File: config.mk
export PLATFORM = sky130hd
export DESIGN_NAME = soda_vend_fsm
export DESIGN_NICKNAME = d
export VERILOG_FILES = /design/src/rtl/soda_pkg.sv /design/src/rtl/press_edge.sv /design/src/rtl/coin_value.sv /design/src/rtl/soda_vend_fsm.sv
export SDC_FILE = /design/constraint.sdc
export NUM_CORES = 1
export LEC_CHECK = 0
export ABC_CLOCK_PERIOD_IN_PS = 4700
export BUFFER_PORTS_ARGS = -buffer_cell sky130_fd_sc_hd__buf_2
export CORE_AREA = 4 4 41 43
export CTS_CLUSTER_DIAMETER = 120
export DETAILED_ROUTE_END_ITERATION = 10
export DIE_AREA = 0 0 45 47
export PLACE_DENSITY = 0.66
export SLEW_MARGIN = 10
export SYNTH_ARGS = -nofsm -noshare
export SYNTH_HDL_FRONTEND = slang
export SYNTH_HIERARCHICAL = 1
export SYNTH_SLANG_ARGS = --single-unit
File: constraint.sdc
create_clock -name clk -period 4.7 [get_ports clk]
set_input_delay 0.235 -clock clk [delete_from_list [all_inputs] [get_ports clk]]
set_output_delay 0.235 -clock clk [all_outputs]
set_load 0.02 [all_outputs]
File: src/rtl/soda_pkg.sv
package soda_pkg;
    typedef enum logic {
        MODE_ACC = 1'b0,
        MODE_DSP = 1'b1
    } vend_mode_e;
endpackage

File: src/rtl/press_edge.sv
module press_edge (
    input  logic clk,
    input  logic rst,
    input  logic press,
    output logic fire
);
    logic seen_d, seen_q;

    always_comb begin
        seen_d = press;
    end

    always_ff @(posedge clk) begin
        if (rst) seen_q <= 1'b0;
        else     seen_q <= seen_d;
    end

    assign fire = press & ~seen_q;


    single_pulse_chk: assert property (@(posedge clk) disable iff (rst)
        fire |=> !fire);
endmodule

File: src/rtl/coin_value.sv
module coin_value #(
    parameter int NICKEL_VAL  = 1,
    parameter int DIME_VAL    = 2,
    parameter int QUARTER_VAL = 5,
    parameter int W           = 4
) (
    input  logic [1:0]   sel,
    output logic [W-1:0] worth
);
    always_comb begin
        case (sel)
            2'b01:   worth = W'(NICKEL_VAL);
            2'b10:   worth = W'(DIME_VAL);
            2'b11:   worth = W'(QUARTER_VAL);
            default: worth = '0;
        endcase
    end
endmodule

File: src/rtl/soda_vend_fsm.sv
module soda_vend_fsm
    import soda_pkg::*;
#(
    parameter int PRICE       = 7,
    parameter int NICKEL_VAL  = 1,
    parameter int DIME_VAL    = 2,
    parameter int QUARTER_VAL = 5,
    localparam int SUM_W      = $clog2(PRICE + QUARTER_VAL),
    localparam int CHG_W      = $clog2(QUARTER_VAL)
) (
    input  logic             clk,
    input  logic             rst,
    input  logic [1:0]       coin_sel,
    input  logic             press,
    output logic             soda_out,
    output logic             change_strobe,
    output logic [CHG_W-1:0] change_nickels,
    output logic [SUM_W-1:0] credit_nickels
);
    typedef struct packed {
        vend_mode_e       mode;
        logic [SUM_W-1:0] amt;
        logic [CHG_W-1:0] chg;
        logic             strobe;
    } vend_state_t;

    vend_state_t st_d, st_q;
    logic             fire;
    logic [SUM_W-1:0] worth;
    logic [SUM_W-1:0] base;
    logic [SUM_W-1:0] total;

    press_edge u_edge (
        .clk   (clk),
        .rst   (rst),
        .press (press),
        .fire  (fire)
    );

    coin_value #(
        .NICKEL_VAL  (NICKEL_VAL),
        .DIME_VAL    (DIME_VAL),
        .QUARTER_VAL (QUARTER_VAL),
        .W           (SUM_W)
    ) u_value (
        .sel   (coin_sel),
        .worth (worth)
    );

    always_comb begin
        st_d        = st_q;
        st_d.strobe = 1'b0;
        st_d.chg    = '0;
        base        = (st_q.mode == MODE_ACC) ? st_q.amt : '0;
        total       = base + worth;
        if (fire && worth != '0) begin
            if (total >= SUM_W'(PRICE)) begin
                st_d.mode   = MODE_DSP;
                st_d.amt    = '0;
                st_d.chg    = CHG_W'(total - SUM_W'(PRICE));
                st_d.strobe = 1'b1;
            end else begin
                st_d.mode = MODE_ACC;
                st_d.amt  = total;
            end
        end
    end

    always_ff @(posedge clk) begin
        if (rst) st_q <= '{mode: MODE_ACC, amt: '0, chg: '0, strobe: 1'b0};
        else     st_q <= st_d;
    end

    assign soda_out       = (st_q.mode == MODE_DSP);
    assign credit_nickels = st_q.amt;
    assign change_nickels = st_q.chg;
    assign change_strobe  = st_q.strobe;


    credit_below_price_chk: assert property (@(posedge clk) disable iff (rst)
        !soda_out |-> credit_nickels < SUM_W'(PRICE));


    change_one_cycle_chk: assert property (@(posedge clk) disable iff (rst)
        change_strobe |=> !change_strobe);


    change_gated_chk: assert property (@(posedge clk) disable iff (rst)
        (change_nickels != '0) |-> change_strobe);


    strobe_with_soda_chk: assert property (@(posedge clk) disable iff (rst)
        change_strobe |-> soda_out);


    dispense_holds_chk: assert property (@(posedge clk) disable iff (rst)
        ($past(soda_out) && !$past(fire) && !$past(rst)) |-> soda_out);


    restart_chk: assert property (@(posedge clk) disable iff (rst)
        (fire && coin_sel != 2'b00 && soda_out) |=> (!soda_out && credit_nickels != '0));
endmodule

* Word-level counts from Yosys, hierarchy flattened
Cells that the tools add are included.
** Cells by class
- $add $sub $neg :: 2
- Magnitude comparators :: 1
- Equal/unequal tests :: 3
- Multiplexer cells :: 4
- Bitwise logic cells :: 4
- Reduce and logical (&&, ||, !) cells :: 4
** Operators by type and width (number)
- $pmux 3 s3 :: 1
- $mux 5 :: 1
- $add 4x3->4 :: 1
- $eq 2x2->1 const B :: 2
- $ge 4x3->1 const B :: 1
- $mux 4 :: 1
- $reduce_bool 4->1 :: 1
- $not 1->1 :: 3
- $reduce_or 3->1 :: 1
- $sub 3x3->3 const B :: 1
- $eq 2x1->1 const B :: 1
- $reduce_or 2->1 :: 1
- $and 1x1->1 :: 1
- $logic_and 1x1->1 :: 1
- $mux 1 :: 1
** Storage, ports and cells
- Flip-flop bits (word level) :: 10
- Input bits :: 5
- Word-level logic and storage cells :: 23

* Longest topological paths before layout
Gate-level depths: netlist of the first run.
- Depth in word-level cells :: 6
- Depth in mapped cells :: 9
- Depth with buffers taken out :: 9

* Cells and area by module
The synthesis of the first run kept the hierarchy.
** By module, submodules not included
- soda_vend_fsm :: times used 1, cells each 52, area each 536.8 um^2, seq. area each 180.2 um^2
- press_edge :: times used 1, cells each 3, area each 47.5 um^2, seq. area each 20.0 um^2
- coin_value :: times used 1, cells each 5, area each 27.5 um^2, seq. area each 0.0 um^2

* Worst setup path before layout of the first run
Ideal clock, no wire load.
- Path kind :: flip-flop to flip-flop
- From :: register st_q (netlist bit credit_nickels[0])
- To :: register st_q (netlist bit credit_nickels[2])
- Data arrival time :: 2.144 ns
- Required time :: 4.631 ns
- Slack :: 2.487 ns
- Stages on the path, launching flop included :: 9
- Buffers on the path :: 0
- Clock period less this slack :: 2.213 ns
- Path through :: dfxtp_1 > nor2b_1 > ha_1 > inv_1 > fa_1 > inv_1 > ha_1 > or4b_1 > o21ai_1
** Between the ends
- Longest elaborated chain between the ends :: 4
** RTL lines
- start: declaration :: RTL line soda_vend_fsm.sv:27 : vend_state_t st_d, st_q;
- start signal: assignment :: RTL line soda_vend_fsm.sv:70 : if (rst) st_q <= '{mode: MODE_ACC, amt: '0, chg: '0, strobe: 1'b0};
- start signal: assignment :: RTL line soda_vend_fsm.sv:71 : else st_q <= st_d;
- $mux 4 * :: RTL line soda_vend_fsm.sv:54 : base = (st_q.mode == MODE_ACC) ? st_q.amt : '0;
- $add 4x3->4 * :: RTL line soda_vend_fsm.sv:55 : total = base + worth;
- $ge 4x3->1 :: RTL line soda_vend_fsm.sv:57 : if (total >= SUM_W'(PRICE)) begin
- $mux 5 * :: RTL line soda_vend_fsm.sv:57
Mark *: on every way between the ends. The rest lies on a longest branch, timed or not.
A chain may end at the register's enable or synchronous reset.

* Final worst setup path of the first run
Ends and elaborated chain as after synthesis.

==> results_dict.tcl, run 1 <==
set metrics [dict create \
    crit_slowest_cell "fa_1" \
    yosysWarnings 6 \
    tns_ns 0 \
    ys_types 28 \
    setup_violations 0 \
    cts_buffers 3 \
    synth_xor_xnor_area_share_pct 9.61 \
    n_antenna_cell 0 \
    power_mw 0.186 \
    dp_hpwl_microns 868 \
    maxSlewHeadroom_pct 32.4 \
    grt_max_degree 14 \
    utilization_pct 53.5 \
    layout_common_cells "buf_2 (13), dfxtp_1 (10), inv_1 (6)" \
    cts_setup_buffers 0 \
    instances_no_fill 87 \
    htree_levels 1 \
    max_stage_delay_ns 0.52 \
    holdBufCountCts 0 \
    period_needed_ns 2.23 \
    num_vias 445 \
    path_max_fanout 4 \
    dp_slack_ns 2.43 \
    yosys.area_share.adder_pct 11.5 \
    clkTransAtPathRegs_ns 0.07 \
    clk_path_buf_depth 2 \
    drc 0 \
    synth_area_per_cell_sq_um 10.2 \
    cts-resized-gates 0 \
    synth_compound_area_share_pct 18.2 \
    grt_pass1_vias 433 \
    fin_ws_ns 2.47 \
    placedCellCount 84 \
    gp_congestion 0.714 \
    final_common_cell "buf_2" \
    antenna_found_initial 0 \
    netlist_instances 60 \
    synth_top_family_by_area "simple AND/OR/NAND/NOR gates" \
    fin_skew_ns 0.00641 \
    path_buf_inv 2 \
    crit_family "adder cells" \
    layout-drive-gt1-share_pct 31.9 \
    startpoint_type "flip-flop" \
    cts_tree "done" \
    path_cells "nor2b_1 > ha_1 > inv_1 > fa_1 > inv_1 > ha_1 > or4b_1 > o21ai_1" \
    gr-usage-all-layers_pct 13.2 \
    port_buffers 13 \
    cp-end-kind "flip-flop" \
    cts.sinks 10 \
    viasPerCell 5.11 \
    area_delta_synth_final_pct 13.7 \
    powerDensity_mw_per_mm2 267 \
    die-area_sq_mm 0.00212 \
    syn-cell-area_sq_um 612 \
    wl_per_cell_microns 13.0 \
    synth-seq-area-share_pct 32.7 \
    grt-ovfl-total 0 \
    max_freq_ghz 0.449 \
    die_w_microns 45 \
    rows 13 \
    dr.pass1.iters 3 \
    synthSimpleGateAreaFrac_pct 20.0 \
    hold_class "primary input to flip-flop" \
    synth-seq-cells 10 \
    async_reset_ff_share_pct 0 \
    critical_path_class "flip-flop to flip-flop" \
    drt-total-wl_microns 1130 \
    ys.flop_type "dfxtp_1" \
    leakagePower_nw 0.328 \
    ant_nets 0 \
    core-area_sq_mm 0.00130 \
    synth_edf_count 0 \
    drt_iter0_drc 4 \
    maxSlewViolCount 0 \
    synth_nets 70 \
    vdd_drop_max_v 0.000132 \
    initial_core_util_pct 47.0 \
    status "finished clean" \
    nNetsFinal 84 \
    grt_pass1_wl_microns 1840 \
    worstPathRequired_ns 4.91 \
    clk_latency_ns 0.27 \
    finalCritPeriodShare_pct 47.4 \
    io_pins 14 \
    rsz0062_at_grt "no" \
    cts_root_buf "clkbuf_4" \
    max_cap_viol_count 0 \
    synth_mux_area_share_pct 0 \
    hold_violations 0 \
    worst_slew_pin_slew_ns 1.00 \
    arrival_ns 2.43 \
    die_y_microns 47 \
]
## state kept, by name (all words and copies together) (netlist names)
name / flops
credit_nickels: 4
change_strobe: 1
u_edge/seen_q: 1
soda_out: 1
change_nickels: 3
## path summary, 6_finish.rpt
check,start,end,slack (ns),cells past startpoint
max,credit_nickels[0],credit_nickels[2],2.47,8
min,press,u_edge/seen_q,0.20,2
max reg2reg,credit_nickels[0],credit_nickels[2],2.47,8
min reg2reg,credit_nickels[2],credit_nickels[2],0.50,2
## cell usage after synthesis (2+ instances only)
library cell	count	share of area, %
dfxtp_1	10	33
inv_1	6	3.7
ha_1	4	8.2
nand3b_1	4	4.9
nor2b_1	4	4.1
nand2_1	3	1.8
a2111oi_1	2	3.3
buf_4	2	2.5
clkbuf_1	2	1.2
nor2b_4	2	4.5
o21ai_0	2	1.6
xnor2_1	2	2.9
xnor2_2	2	5.3
## logic make-up (layout without fill, tap and decap cells)
logic type | count (synthesis) | after routing
AOI/OAI and AO/OA | 12 | 12
xor gates and xnor gates | 5 | 5
adders and majority gates | 5 | 5
buffers and inverters | 10 | 22
DFF | 10 | 10
other | 1 | 1
and+or+nand+nor | 17 | 17
## power breakdown
group	total (mW)	internal, mW	switching, mW
Sequential	0.0902	0.0880	0.00225
Combinational	0.0362	0.0146	0.0216
Clock	0.0595	0.0296	0.0299
Total	0.186	0.132	0.0537
## through the flow
stage / instance area [sq um] / hold slack (ns)
finish: 696 / 0.196
global route: 696 / 0.196
CTS: 696 / 0.198
detailed placement: 673 / 0.481
global placement: 673 / 0.471
floorplan: 612 / 0.299
## routing by layer
layer  GRT usage (%)  vias to the layer above  share of wire (%)
li1                -                      226                  -
met4            13.5                        0                3.4
met3            4.60                        4                5.7
met1            15.6                      202                 46
met5               0                        -                  0
met2            18.1                       13                 45
## area by class of cell
type                            instances  area (sq um)
Clock buffer                            3          22.5
Inverter                                6          22.5
Fill cell                             130           606
Timing Repair Buffer                   13          65.1
Sequential cell                        10           200
Multi-Input combinational cell         40           367
Tap cell                               15          18.8
## worst reg2reg max path, stage by stage, from the launching register on
cell	delay (ns)
dfxtp_1	0.35
nor2b_1	0.14
ha_1	0.17
inv_1	0.06
fa_1	0.52
inv_1	0.06
ha_1	0.22
or4b_1	0.52
o21ai_1	0.12
No activity file was read; power rests on OpenSTA's default activity.
==> run 2: changes to the inputs <==
--- a/config.mk
+++ b/config.mk
@@ -5,13 +5,14 @@
 export SDC_FILE = /design/constraint.sdc
 export NUM_CORES = 1
 export LEC_CHECK = 0
-export ABC_CLOCK_PERIOD_IN_PS = 4700
+export ABC_AREA = 1
+export ABC_CLOCK_PERIOD_IN_PS = 2100
 export BUFFER_PORTS_ARGS = -buffer_cell sky130_fd_sc_hd__buf_2
 export CORE_AREA = 4 4 41 43
 export CTS_CLUSTER_DIAMETER = 120
 export DETAILED_ROUTE_END_ITERATION = 10
 export DIE_AREA = 0 0 45 47
-export PLACE_DENSITY = 0.66
+export PLACE_DENSITY = 0.67
 export SLEW_MARGIN = 10
 export SYNTH_ARGS = -nofsm -noshare
 export SYNTH_HDL_FRONTEND = slang
==> constraint.sdc (replaced) <==
create_clock -name clk -period 2.1 [get_ports clk]
set_input_delay 0.105 -clock clk [delete_from_list [all_inputs] [get_ports clk]]
set_output_delay 0.105 -clock clk [all_outputs]
set_load 0.02 [all_outputs]
==> results_dict.tcl, run 2 <==
set metrics [dict create \
    status "finished clean" \
    n_antenna_cell 0 \
    ys.flop_type "dfxtp_1" \
    grt_max_degree 8 \
    maxSlewViolCount 0 \
    fin_skew_ns 0.00483 \
    cts-resized-gates 0 \
    worstPathRequired_ns 2.25 \
    clkTransAtPathRegs_ns 0.06 \
    yosysWarnings 6 \
    seqCellArea_sq_um 200 \
    layout_common_cells "inv_1 (17), nand2_1 (13), buf_2 (13)" \
    clkPwrFrac_pct 33.4 \
    die_w_microns 45 \
    power_mw 0.515 \
    p_int_mw 0.357 \
    max_cap_viol_count 0 \
    grt_pass1_wl_microns 1770 \
    wl_per_cell_microns 9.16 \
    cts_root_buf "clkbuf_4" \
    dp_slack_ns 0.160 \
    max_freq_ghz 0.518 \
    hold-worst-slack_ns 0.0234 \
    syn-cell-area_sq_um 624 \
    htree_levels 1 \
    powerDensity_mw_per_mm2 702 \
    ant_nets 0 \
    ys_types 19 \
    path_max_fanout 6 \
    port_buffers 13 \
    fillers 128 \
    tns_ns 0 \
    cts.sinks 10 \
    fin_ws_ns 0.169 \
    largest_reg_flops 4 \
    dr.pass1.iters 4 \
    synth_edf_count 0 \
    synth.top_cells.by_count "inv_1 (17), nand2_1 (13), nor2_1 (12), dfxtp_1 (10), nand2_2 (6)" \
    placed_cell_area_sq_um 697 \
    drt-total-wl_microns 1060 \
    layout-drive-gt1-share_pct 32.7 \
    grt_pass1_vias 449 \
    p_seq_share_pct 40.1 \
    synth_area_leaders "dfxtp_1 (32%), inv_1 (10%), ha_1 (8.0%), nand2_1 (7.8%), nor2_1 (7.2%)" \
    synth_nets 96 \
    grt-ovfl-total 0 \
    drc 0 \
    io_pins 14 \
    leakagePower_nw 0.437 \
    hold_class "primary input to flip-flop" \
    finalCritPeriodShare_pct 91.9 \
    synth-seq-cells 10 \
    synth-seq-area-share_pct 32.1 \
    utilization_pct 56.3 \
    placedCellCount 112 \
    cts_buffers 3 \
    multi_input_area_sq_um 338 \
    setup_violations 0 \
    post-route-cell-area_sq_um 733 \
    area_delta_synth_final_pct 17.4 \
    synth_most_common_cell "inv_1" \
    switching_share_pct 30.5 \
    cp-end-kind "flip-flop" \
    gp_congestion 0.691 \
    nNetsFinal 112 \
    netlist_instances 86 \
    instances_no_fill 116 \
    hold_violations 0 \
    vdd_drop_max_v 0.000512 \
    antenna_found_initial 0 \
    dp_hpwl_microns 897 \
    clk_path_buf_depth 2 \
    die-area_sq_mm 0.00212 \
    period_needed_ns 1.93 \
    initial_core_util_pct 48.0 \
    yosys.area.top_type "dfxtp_1" \
    cts_tree "done" \
    p_sw_mw 0.157 \
    die_y_microns 47 \
    synth_top_area_share_pct 32.1 \
    clk_latency_ns 0.27 \
    startpoint_type "flip-flop" \
    final_common_cell "inv_1" \
    drt_iter0_drc 19 \
    arrival_ns 2.08 \
    synth_area_per_cell_sq_um 7.26 \
    viasPerCell 4.47 \
    gr-usage-all-layers_pct 11.4 \
    core-area_sq_mm 0.00130 \
    rows 13 \
    num_vias 518 \
    pwr-share-comb_pct 26.5 \
    critical_path_class "flip-flop to flip-flop" \
    holdBufCountCts 0 \
    async_reset_ff_share_pct 0 \
    rsz0062_at_grt "no" \
    cts_setup_buffers 0 \
]
run 2: cell types whose count changed in the layout (fill, tap and decap cells not counted), sizes merged, moves of 2 or more:
cell,change
nor2b,-6
nor2,+14
a2111oi,-3
nand3,+6
xnor2,-2
o21ai,-3
nand2,+18
inv,+14
nand3b,-4
run 2: final cells by class:
type	instances	area share, %
clock buffers	4	4.95
repair buffers	13	8.87
inverters	20	10.2
well taps	15	2.56
multi-input cells	54	46.1
flip-flops and latches	10	27.3
run 2: metal layers:
| metal | routed length (microns) | vias up | track usage [%] |
|---|---|---|---|
| li1 | - | 279 | - |
| met1 | 493 | 221 | 14.5 |
| met2 | 492 | 16 | 17.8 |
| met3 | 69 | 2 | 5.75 |
| met4 | 8 | 0 | 1.75 |
| met5 | 0 | - | 0 |
run 2: worst paths after layout:
check                    startpoint                 to  slack (ns)  cells after the start
hold reg to reg   credit_nickels[3]  credit_nickels[3]        0.49                      2
setup / recovery           soda_out  change_nickels[2]        0.17                     10
setup reg to reg           soda_out  change_nickels[2]        0.17                     10
hold / removal                  rst      u_edge/seen_q        0.02                      2
run 2: kinds of logic after synthesis:
group	after synthesis	share of synthesized area [%]
AND/OR/NAND/NOR	42	34.5
adder cells (fa/ha/maj)	5	11.2
AO/OA/AOI/OAI	3	2.40
other	1	0.601
XOR/XNOR	3	5.41
flip-flops	10	32.1
buffers and inverters	22	13.8
run 2: power by group through the flow:
stage	registers (mW)	logic [mW]	clock network, mW
2_1_floorplan	0.223	0.0951	0
3_3_place_gp	0.211	0.135	0
3_5_place_dp	0.211	0.137	0
4_1_cts	0.207	0.138	0.174
5_1_grt	0.208	0.153	0.181
6_report	0.207	0.136	0.172
run 2: critical path, cell delays in order, from the launching register on:
cell and delay, ns:
dfxtp_1 0.37, nor2_1 0.13, ha_1 0.17, inv_1 0.05
fa_1 0.50, inv_1 0.05, ha_1 0.20, nand2_2 0.09
nand3_4 0.10, nand2_4 0.11, nor2_2 0.04
==> run 3: changes to the inputs <==
--- a/config.mk
+++ b/config.mk
@@ -5,14 +5,15 @@
 export SDC_FILE = /design/constraint.sdc
 export NUM_CORES = 1
 export LEC_CHECK = 0
-export ABC_AREA = 1
+export ABC_AREA = 0
 export ABC_CLOCK_PERIOD_IN_PS = 2100
 export BUFFER_PORTS_ARGS = -buffer_cell sky130_fd_sc_hd__buf_2
 export CORE_AREA = 4 4 41 43
 export CTS_CLUSTER_DIAMETER = 120
+export CTS_CLUSTER_SIZE = 14
 export DETAILED_ROUTE_END_ITERATION = 10
 export DIE_AREA = 0 0 45 47
-export PLACE_DENSITY = 0.67
+export PLACE_DENSITY = 0.66
 export SLEW_MARGIN = 10
 export SYNTH_ARGS = -nofsm -noshare
 export SYNTH_HDL_FRONTEND = slang
==> results_dict.tcl, run 3 (synthesis gave the netlist of run 1 again) <==
set metrics [dict create \
    fin_skew_ns 0.00244 \
    cts_root_buf "clkbuf_4" \
    nNetsFinal 93 \
    num_vias 485 \
    max_stage_delay_ns 0.59 \
    clk_latency_ns 0.27 \
    rsz0062_at_grt "yes" \
    critical_path_class "flip-flop to flip-flop" \
    layout_common_cells "buf_2 (13), buf_4 (9), dfxtp_1 (8)" \
    drt-total-wl_microns 1250 \
    arrival_ns 2.44 \
    p_sw_mw 0.135 \
    max_freq_ghz 0.446 \
    die-area_sq_mm 0.00212 \
    gp_congestion 0.777 \
    dp_hpwl_microns 899 \
    grt-ovfl-total 0 \
    setup_violations 1 \
    final_common_cell "buf_2" \
    drt_iter0_drc 4 \
    powerDensity_mw_per_mm2 584 \
    top_layer_used "met4" \
    area_delta_synth_final_pct 37.4 \
    die_y_microns 47 \
    utilization_pct 64.6 \
    grt_pass1_wl_microns 2080 \
    drc 0 \
    max_cap_viol_count 0 \
    rows 13 \
    p_int_mw 0.356 \
    cp_common_cell "inv_2" \
    finalCritPeriodShare_pct 107 \
    n_antenna_cell 0 \
    core-area_sq_mm 0.00130 \
    cts.sinks 10 \
    dr.pass1.iters 4 \
    port_buffers 13 \
    gr-usage-all-layers_pct 13.9 \
    path_max_fanout 4 \
    cts_buffers 3 \
    hold_violations 0 \
    violations "negative setup slack" \
    clkTransAtPathRegs_ns 0.07 \
    grt_pass1_vias 484 \
    period_needed_ns 2.24 \
    cts_tree "done" \
    die_w_microns 45 \
    status "complete, but fails checks" \
    wl_per_cell_microns 12.9 \
    pwr-share-comb_pct 23.8 \
    maxSlewViolCount 0 \
    antenna_found_initial 0 \
    crit_slowest_cell "fa_1" \
    wl_met3_microns 35 \
    viasPerCell 5.00 \
    startpoint_type "flip-flop" \
    clk_path_buf_depth 2 \
    p_seq_share_pct 41.0 \
    worstPathRequired_ns 2.30 \
    maxSlewHeadroom_pct 44.7 \
    power_mw 0.491 \
    worst_slew_pin_slew_ns 0.821 \
    layout-drive-gt1-share_pct 54.9 \
    clkPwrFrac_pct 35.3 \
    io_pins 14 \
    fin_ws_ns -0.144 \
    initial_core_util_pct 47.0 \
    largest_reg_flops 4 \
    path_cells "nor2b_4 > ha_2 > inv_2 > fa_1 > inv_2 > ha_4 > or4b_1 > o21ai_1" \
    cp-end-kind "flip-flop" \
    met1_length_microns 528 \
    hold_class "primary input to flip-flop" \
    htree_levels 1 \
    leakagePower_nw 0.394 \
    vdd_drop_max_v 0.000455 \
    switching_share_pct 27.5 \
    ant_nets 0 \
    grt_max_degree 14 \
    route.met2.wl_microns 676 \
]
## run 3: changes by cell type in the layout (fill, tap and decap cells not counted), sizes merged, moves of 4 or more
cell    delta
buf        +9
nand2     -18
nor2      -14
nand3      -6
nor2b      +6
inv       -14
nand3b     +4
## run 3: per-stage QoR
step / hold WS, ns / setup WS (ns) / TNS, ns / area [sq um] / cells
global placement: 0.341 / 0.0157 / 0 / 733 / 91
CTS: 0.0657 / -0.0629 / -0.0629 / 774 / 95
floorplan: 0.169 / 0.0153 / 0 / 619 / 60
global route: 0.0734 / -0.207 / -0.343 / 841 / 97
detailed placement: 0.342 / -0.0269 / -0.0269 / 733 / 91
finish: 0.0713 / -0.144 / -0.144 / 841 / 97
## run 3: worst paths after layout
path | from | to | slack (ns) | depth (start not counted)
min reg2reg | credit_nickels[1] | credit_nickels[1] | 0.51 | 2
min | press | u_edge/seen_q | 0.07 | 2
max | credit_nickels[0] | credit_nickels[2] | -0.14 | 8
max reg2reg | credit_nickels[0] | credit_nickels[2] | -0.14 | 8
## run 3: timing repair
item / 4_1_cts / 5_1_grt
pin swaps: 0 / 6
gates resized for setup: 1 / 11
buffers inserted: 0 / 2
hold buffers: 0 / 0
setup endpoints to repair: 2 / 6
## run 3: layout make-up
type	instances	area (sq um)
multi-input cells	40	425
inverters	6	22.5
well taps	15	18.8
clock buffers	4	36.3
flip-flops and latches	10	205
fillers	114	460
repair buffers	22	133
## run 3: routing by layer
| layer | vias to the layer above | track usage, % |
|---|---|---|
| li1 | 249 | - |
| met1 | 224 | 16.4 |
| met2 | 10 | 23.4 |
| met3 | 2 | 3.45 |
| met4 | 0 | 7.02 |
| met5 | - | 0 |
## run 3: critical path, delay by kind of cell, from the launching register on
kind / cells / cell delay [ns]
and+or+nand+nor: 2 / 0.63
DFF: 1 / 0.34
AOI/OAI and AO/OA: 1 / 0.15
buffers and inverters: 2 / 0.10
adders and majority gates: 3 / 0.94
## run 3: power groups by stage
stage	clock (mW)	sequential [mW]	combinational, mW
floorplan	0	0.213	0.0567
global placement	0	0.205	0.0943
detailed placement	0	0.205	0.0946
CTS	0.177	0.201	0.0968
global route	0.184	0.202	0.127
finish	0.173	0.201	0.117
